==> config.mk <==
export PLATFORM = sky130hd
export DESIGN_NAME = uart_irq_id
export DESIGN_NICKNAME = d
export VERILOG_FILES = /design/src/rtl/uart_irq_pkg.sv /design/src/rtl/uart_ier_reg.sv /design/src/rtl/uart_thre_pend.sv /design/src/rtl/uart_irq_arb.sv /design/src/rtl/uart_irq_id.sv
export SDC_FILE = /design/constraint.sdc
export NUM_CORES = 1
export LEC_CHECK = 0
export ABC_AREA = 0
export BUFFER_PORTS_ARGS = -buffer_cell sky130_fd_sc_hd__buf_2
export CORE_MARGIN = 2
export CORE_UTILIZATION = 38
export CTS_CLUSTER_DIAMETER = 50
export DETAILED_ROUTE_END_ITERATION = 10
export PLACE_DENSITY = 0.88
export SLEW_MARGIN = 20
export SYNTH_ARGS = -nofsm -noshare
export SYNTH_HDL_FRONTEND = slang
export SYNTH_SLANG_ARGS = --single-unit
export TNS_END_PERCENT = 5
==> constraint.sdc <==
create_clock -name clk_i -period 3.74 [get_ports clk_i]
set_input_delay 0.748 -clock clk_i [delete_from_list [all_inputs] [get_ports clk_i]]
set_output_delay 0.748 -clock clk_i [all_outputs]
set_load 0.005 [all_outputs]
==> src/rtl/uart_irq_pkg.sv <==
package uart_irq_pkg;
  localparam int NUM_SRC = 5;

  localparam int IER_RXD   = 0;
  localparam int IER_THRE  = 1;
  localparam int IER_LINE  = 2;
  localparam int IER_MODEM = 3;

  localparam int LSR_DR    = 0;
  localparam int LSR_THRE  = 5;

  typedef enum logic [3:0] {
    ID_MODEM = 4'h0,
    ID_NONE  = 4'h1,
    ID_THRE  = 4'h2,
    ID_RXD   = 4'h4,
    ID_LINE  = 4'h6,
    ID_TOUT  = 4'hC
  } irq_id_e;

  // index 0 is highest priority
  function automatic irq_id_e src_code(input int idx);
    case (idx)
      0:       return ID_LINE;
      1:       return ID_TOUT;
      2:       return ID_RXD;
      3:       return ID_THRE;
      default: return ID_MODEM;
    endcase
  endfunction
endpackage

==> src/rtl/uart_ier_reg.sv <==
module uart_ier_reg #(
  parameter int W = 4
) (
  input  logic         clk_i,
  input  logic         rst_ni,
  input  logic         wr_i,
  input  logic [W-1:0] wdata_i,
  output logic [W-1:0] q_o
);
  always_ff @(posedge clk_i or negedge rst_ni) begin
    if (!rst_ni)   q_o <= '0;
    else if (wr_i) q_o <= wdata_i;
  end

  a_r2_ier_load: assert property (@(posedge clk_i) disable iff (!rst_ni)
    wr_i |=> (q_o == $past(wdata_i)));
endmodule

==> src/rtl/uart_thre_pend.sv <==
module uart_thre_pend (
  input  logic clk_i,
  input  logic rst_ni,
  input  logic thre_stat_i,
  input  logic rd_clr_i,
  input  logic en_chg_i,
  input  logic en_new_i,
  input  logic tx_wr_i,
  input  logic txf_rst_i,
  output logic pend_o
);
  logic thre_q, rise, pend_d;

  assign rise = thre_stat_i & ~thre_q;

  // later assignments win: lowest priority first
  always_comb begin
    pend_d = pend_o;
    if (rise)     pend_d = 1'b1;
    if (rd_clr_i) pend_d = 1'b0;
    if (en_chg_i) pend_d = en_new_i & thre_stat_i;
    if (tx_wr_i)  pend_d = 1'b0;
    if (txf_rst_i) pend_d = 1'b1;
  end

  always_ff @(posedge clk_i or negedge rst_ni) begin
    if (!rst_ni) begin
      pend_o <= 1'b0;
      thre_q <= 1'b1;
    end else begin
      pend_o <= pend_d;
      thre_q <= thre_stat_i;
    end
  end

  a_r11_fifo_reset_sets: assert property (@(posedge clk_i) disable iff (!rst_ni)
    txf_rst_i |=> pend_o);
  a_r11_write_clears: assert property (@(posedge clk_i) disable iff (!rst_ni)
    (tx_wr_i && !txf_rst_i) |=> !pend_o);
  a_r9_read_clears: assert property (@(posedge clk_i) disable iff (!rst_ni)
    (rd_clr_i && !txf_rst_i && !tx_wr_i && !en_chg_i && !rise) |=> !pend_o);
  a_r10_disable_clears: assert property (@(posedge clk_i) disable iff (!rst_ni)
    (en_chg_i && !en_new_i && !txf_rst_i) |=> !pend_o);
endmodule

==> src/rtl/uart_irq_arb.sv <==
module uart_irq_arb
  import uart_irq_pkg::*;
#(
  parameter int N = NUM_SRC
) (
  input  logic [N-1:0] req_i,
  output logic [N-1:0] grant_o,
  output irq_id_e      id_o
);
  logic [N:0] blk;
  assign blk[0] = 1'b0;

  for (genvar i = 0; i < N; i++) begin : g_pri
    assign grant_o[i] = req_i[i] & ~blk[i];
    assign blk[i+1]   = blk[i] | req_i[i];
  end

  always_comb begin
    id_o = ID_NONE;
    for (int i = 0; i < N; i++)
      if (grant_o[i]) id_o = src_code(i);
  end
endmodule

==> src/rtl/uart_irq_id.sv <==
module uart_irq_id
  import uart_irq_pkg::*;
#(
  parameter int FIFO_DEPTH = 16,
  parameter int CNT_W      = $clog2(FIFO_DEPTH + 1)
) (
  input  logic             clk_i,
  input  logic             rst_ni,
  input  logic             ier_wr_i,
  input  logic [3:0]       ier_wdata_i,
  input  logic             iid_rd_i,
  input  logic             thr_wr_i,
  input  logic             txf_rst_i,
  input  logic [7:0]       lsr_i,
  input  logic [CNT_W-1:0] rx_count_i,
  input  logic [CNT_W-1:0] rx_trig_i,
  input  logic             fifo_en_i,
  input  logic             rx_timeout_i,
  input  logic             msr_delta_i,
  output logic [7:0]       iid_o,
  output logic             irq_o,
  output logic [3:0]       ier_o
);
  logic [3:0]         ier_q;
  logic               thre_pend;
  logic [NUM_SRC-1:0] req, grant;
  irq_id_e            id;
  logic               rx_lvl_ok, rd_clr, en_chg;

  uart_ier_reg #(.W(4)) u_ier (
    .clk_i, .rst_ni, .wr_i(ier_wr_i), .wdata_i(ier_wdata_i), .q_o(ier_q)
  );

  assign rx_lvl_ok = !fifo_en_i || (rx_count_i >= rx_trig_i);

  assign req[0] = ier_q[IER_LINE]  & (|lsr_i[4:1]);
  assign req[1] = ier_q[IER_RXD]   & rx_timeout_i;
  assign req[2] = ier_q[IER_RXD]   & lsr_i[LSR_DR] & rx_lvl_ok;
  assign req[3] = ier_q[IER_THRE]  & thre_pend;
  assign req[4] = ier_q[IER_MODEM] & msr_delta_i;

  uart_irq_arb #(.N(NUM_SRC)) u_arb (.req_i(req), .grant_o(grant), .id_o(id));

  assign rd_clr = iid_rd_i && (id == ID_THRE);
  assign en_chg = ier_wr_i && (ier_wdata_i[IER_THRE] != ier_q[IER_THRE]);

  uart_thre_pend u_pend (
    .clk_i, .rst_ni,
    .thre_stat_i(lsr_i[LSR_THRE]),
    .rd_clr_i(rd_clr),
    .en_chg_i(en_chg),
    .en_new_i(ier_wdata_i[IER_THRE]),
    .tx_wr_i(thr_wr_i),
    .txf_rst_i(txf_rst_i),
    .pend_o(thre_pend)
  );

  assign iid_o = {{2{fifo_en_i}}, 2'b00, id};
  assign irq_o = (id != ID_NONE);
  assign ier_o = ier_q;

  a_r1_idle_quiet: assert property (@(posedge clk_i) disable iff (!rst_ni)
    (ier_o == 4'h0) |-> (!irq_o && iid_o[3:0] == 4'h1));
  a_r4_line_first: assert property (@(posedge clk_i) disable iff (!rst_ni)
    (ier_o[2] && |lsr_i[4:1]) |-> (iid_o[3:0] == 4'h6));
  a_r5_rx_masked: assert property (@(posedge clk_i) disable iff (!rst_ni)
    !ier_o[0] |-> (iid_o[3:0] != 4'hC && iid_o[3:0] != 4'h4));
  a_r7_fifo_bits: assert property (@(posedge clk_i) disable iff (!rst_ni)
    iid_o[5:4] == 2'b00);
endmodule

**Word-level counts from Yosys, hierarchy flattened**

Index checks and enable logic that the tools add are counted.

- Register bits after elaboration: 6
- Output and inout port bits: 13

- Order comparisons: 1
- Equality and inequality tests: 3
- Multiplexer cells: 10
- Bitwise logic cells: 20
- Reductions and logical operators: 6

Operators with widths:

| operator | number |
|---|---|
| $mux 4 | 4 |
| $and 1x1->1 | 12 |
| $ge 5x5->1 | 1 |
| $mux 1 | 5 |
| $not 1->1 | 5 |
| $reduce_bool 5->1 | 1 |
| $eq 4x2->1 const B | 1 |
| $ne 4x1->1 const B | 1 |
| $reduce_or 4->1 | 1 |
| $mux 3 | 1 |
| $or 1x1->1 | 3 |
| $logic_and 1x1->1 | 2 |
| $logic_not 1->1 | 1 |
| $logic_or 1x1->1 | 1 |
| $ne 1x1->1 | 1 |

**Depth between registers and ports, before layout**

- Depth in word-level cells: 14
- Gate-level depth with buffers: 7
- Gate-level depth less buffers: 7

**By module**

From an unflattened synthesis, not the netlist that was laid out.

- Cells, all modules: 60
- Area, all modules: 539.3 um^2

Modules (own cells, without submodules):

| module | times used | cells an instance | area each (um^2) | sequential area each (um^2) |
|---|---|---|---|---|
| uart_irq_id | 1 | 32 | 227.7 | 0.0 |
| uart_ier_reg | 1 | 8 | 145.1 | 100.1 |
| uart_thre_pend | 1 | 8 | 88.8 | 51.3 |
| uart_irq_arb | 1 | 12 | 77.6 | 0.0 |

**Worst setup path before layout**

Ideal clock, no wire load.

- Path kind: input -> output
- From: in rx_count_i[0]
- To: out iid_o[0]
- Arrival time: 1.993 ns
- Required time: 2.992 ns
- Path slack: 0.999 ns
- Cell stages on the path: 7
- Cells stage by stage: inv_1 -> ha_1 -> nand2b_1 -> a211oi_1 -> o311ai_2 -> a221o_2 -> inv_1

- Word-level cells in the longest chain between the ends: 8

Ends and longest elaborated chain:

| item | line | text |
|---|---|---|
| start, declared | uart_irq_id.sv:15 | `input logic [CNT_W-1:0] rx_count_i,` |
| $ge 5x5->1 (*) | uart_irq_id.sv:34 | `assign rx_lvl_ok = !fifo_en_i \|\| (rx_count_i >= rx_trig_i);` |
| $logic_or 1x1->1 (*) | uart_irq_id.sv:34 |  |
| $and 1x1->1 (*) | uart_irq_id.sv:38 | `assign req[2] = ier_q[IER_RXD] & lsr_i[LSR_DR] & rx_lvl_ok;` |
| $or 1x1->1 | uart_irq_arb.sv:15 | `assign blk[i+1] = blk[i] \| req_i[i];` |
| $not 1->1 / $or 1x1->1 (equally long branches) | uart_irq_arb.sv:14, uart_irq_arb.sv:15 |  |
| $and 1x1->1 / $not 1->1 (equally long branches) | uart_irq_arb.sv:14 | `assign grant_o[i] = req_i[i] & ~blk[i];` |
| $mux 4 / $and 1x1->1 (equally long branches) | uart_irq_arb.sv:21, uart_irq_arb.sv:14 |  |
| $mux 4 (*) | uart_irq_arb.sv:21 | `if (grant_o[i]) id_o = src_code(i);` |
| end, declared | uart_irq_id.sv:20 | `output logic [7:0] iid_o,` |

Every way passes the cells marked *; elsewhere a longest branch is shown, timed or not.

**Final worst setup path**

Ends and elaborated chain as after synthesis.

==> flow_summary.toml <==
[status]
status = "completed"

[worst_setup_path]
worstPathMaxFanout = 4
cp_slowest_stage_delay_ns = 0.34
crit_buf_inv = 4
worstPathCellList = "buf_2, inv_1, ha_1, nand2b_1, a211oi_1, o311ai_2, a221o_2, inv_1, buf_2"
crit_slowest_cell = "a221o_2"
critical_path.top_delay_family = "compound AO/OA/AOI/OAI gates"
worst-path-stages = 9
cp.arrival_ns = 2.19
start_kind = "input port"
required_ns = 2.99
rr_worst_depth = 5
critPathCaptureType = "primary output"
worstSetupPathType = "input port to primary output"

[timing]
hold_viol_final = 0
slew_violations = 0
tns_ns = 0
whs_ns = 0.316
period_minus_slack_ns = 2.94
fin_ws_ns = 0.803
max_freq_mhz = 340
fin_crit_sh_pct = 78.5
finClkSkew_ns = 0.00509
rsz0062_at_grt = "false"
setup_viol = 0

[final_layout]
mostFrequentLayoutCells = "buf_2, inv_1, ha_1, dfrtp_1"
fin_util_pct = 61.1
diodes = 0
seq_area_um2 = 151
stdcell_area_um2 = 707
fin_cells = 105
nNetsFinal = 128
drive_gt1_share_pct = 57.1
syn_to_final_growth_pct = 43.0
multiInputGateArea_um2 = 283
layout_commonest_cell = "buf_2"
nFillCells = 110

[yosys]
syn_area_per_cell_um2 = 9.69
yosysSeqAreaShare_pct = 30.6
ys_seq_elements = 6
netlist_instances = 51
yosysWarningCount = 0
synthArstFlopShare_pct = 100
yosys.area.top_type = "dfrtp_1"
synth_top_cell_area_share_pct = 25.3
synth_edf_count = 0
synthFlopType = "dfrtp_1"
synthTopCellsByArea = "dfrtp_1, ha_1, inv_1, mux2_2, buf_4"
syn_area_um2 = 494
synth.distinct_cells = 23

[cts]
cts_resized = 0
cts-buffers-inserted = 3
postCtsSetupBuffers = 0
ctsLongestPathBuffers = 2
ctsRootBufferMaster = "clkbuf_4"
cts_hold_buf = 0
cts_tree = "done"
clkSlewWorstSetupHoldPaths_ns = 0.05
cts_max_level = 1
clk-insertion-delay-late_ns = 0.24
cts_sinks = 6

[worst_hold_path]
hp-class = "input port to asynchronous set/reset pin"

[global_route]
overflow = 0
grt_max_degree = 7
track_usage_pct = 18.3
grt_pass1_wl_mm = 1.93
grt_pass1_vias = 524
antenna_found_initial = 0

[placed_design]
dpl.hpwl_mm = 1.02
io_buffers = 39
gp_congestion = 0.598
placedCellCount = 101
dpl_cell_area_um2 = 681
preCtsSetupSlack_ns = 0.795

[pwr]
power.total_mw = 0.206
p_clk_share_pct = 30.8
p_sw_mw = 0.0585
p_comb_share_pct = 31.0
peakVddDrop_mv = 0.165
seqPwrFrac_pct = 38.2
p_int_mw = 0.147
p_sw_share_pct = 28.4
p_leak_nw = 0.404
power_density_nw_per_um2 = 291

[floorplanning]
core_um2 = 1160
start_util_pct = 42.7
fp.dieArea_um2 = 1610
core.rowCount = 12
io_pins = 44
die_y_um = 40.1
die_x_um = 40.1

[route]
drt_pass1_iterations = 2
wl_mm = 1.14
ant_nets = 0
drt-vias-per-instance = 4.83
drt_iter0_markers = 4
num_vias = 507
drc = 0
wl_per_cell_um = 10.9

[job]
maxCapViolCount = 0
state kept, by name (all words and copies together) (netlist names):
| signal | cells |
|---|---|
| u_ier.q_o | 4 |
| u_pend.pend_o | 1 |
| u_pend.thre_q | 1 |
final cells by class:
| type | instances | area share, % |
|---|---|---|
| Clock buffer | 4 | 3.72 |
| Multi-Input combinational cell | 33 | 40.0 |
| Sequential cell | 6 | 21.4 |
| Timing Repair Buffer | 39 | 27.6 |
| Tap cell | 14 | 2.48 |
| Inverter | 9 | 4.78 |
power groups by stage:
| stage | logic [mW] | registers (mW) | clock network [mW] |
|---|---|---|---|
| 6_report | 0.0638 | 0.0787 | 0.0633 |
| 5_1_grt | 0.0734 | 0.0793 | 0.0706 |
| 4_1_cts | 0.0650 | 0.0784 | 0.0674 |
| 3_5_place_dp | 0.0648 | 0.0794 | 0 |
| 3_3_place_gp | 0.0625 | 0.0788 | 0 |
| 2_1_floorplan | 0.0335 | 0.0780 | 0 |
cell usage after synthesis, types with 2 or more instances:
library cell  instances
inv_1                 9
dfrtp_1               5
ha_1                  5
buf_4                 4
mux2_2                3
nand2_1               3
o21ai_0               3
a211oi_1              2
a21oi_1               2
nor2_1                2
worst paths after layout:
kind                                     startpoint  slack [ns]                         to
min in group clk_i         u_ier.q_o[3]$_DFFE_PN0P_        0.56   u_ier.q_o[3]$_DFFE_PN0P_
setup reg to reg           u_ier.q_o[0]$_DFFE_PN0P_        2.32  u_pend.pend_o$_DFFE_PN0P_
max in group asynchronous                    rst_ni        3.20    u_pend.thre_q$_DFF_PN1_
setup / recovery                      rx_count_i[0]        0.80                   iid_o[0]
hold / removal                               rst_ni        0.32   u_ier.q_o[2]$_DFFE_PN0P_
hold reg to reg            u_ier.q_o[3]$_DFFE_PN0P_        0.56   u_ier.q_o[3]$_DFFE_PN0P_
per-layer routing:
metal | track usage [%] | wire length (um)
met5 | 0 | 0
met2 | 35.1 | 656
met3 | 5.56 | 94
met4 | 10.3 | 0
met1 | 16.5 | 390
logic make-up after synthesis:
family / share of synthesized area, %
flops: 30.6
xor+xnor: 1.77
buf+inv: 12.9
mux: 8.86
other cells: 0.759
compound gates: 23.5
fa+ha+maj: 12.7
simple gates: 8.86
Power figures use the tool's default switching activity.
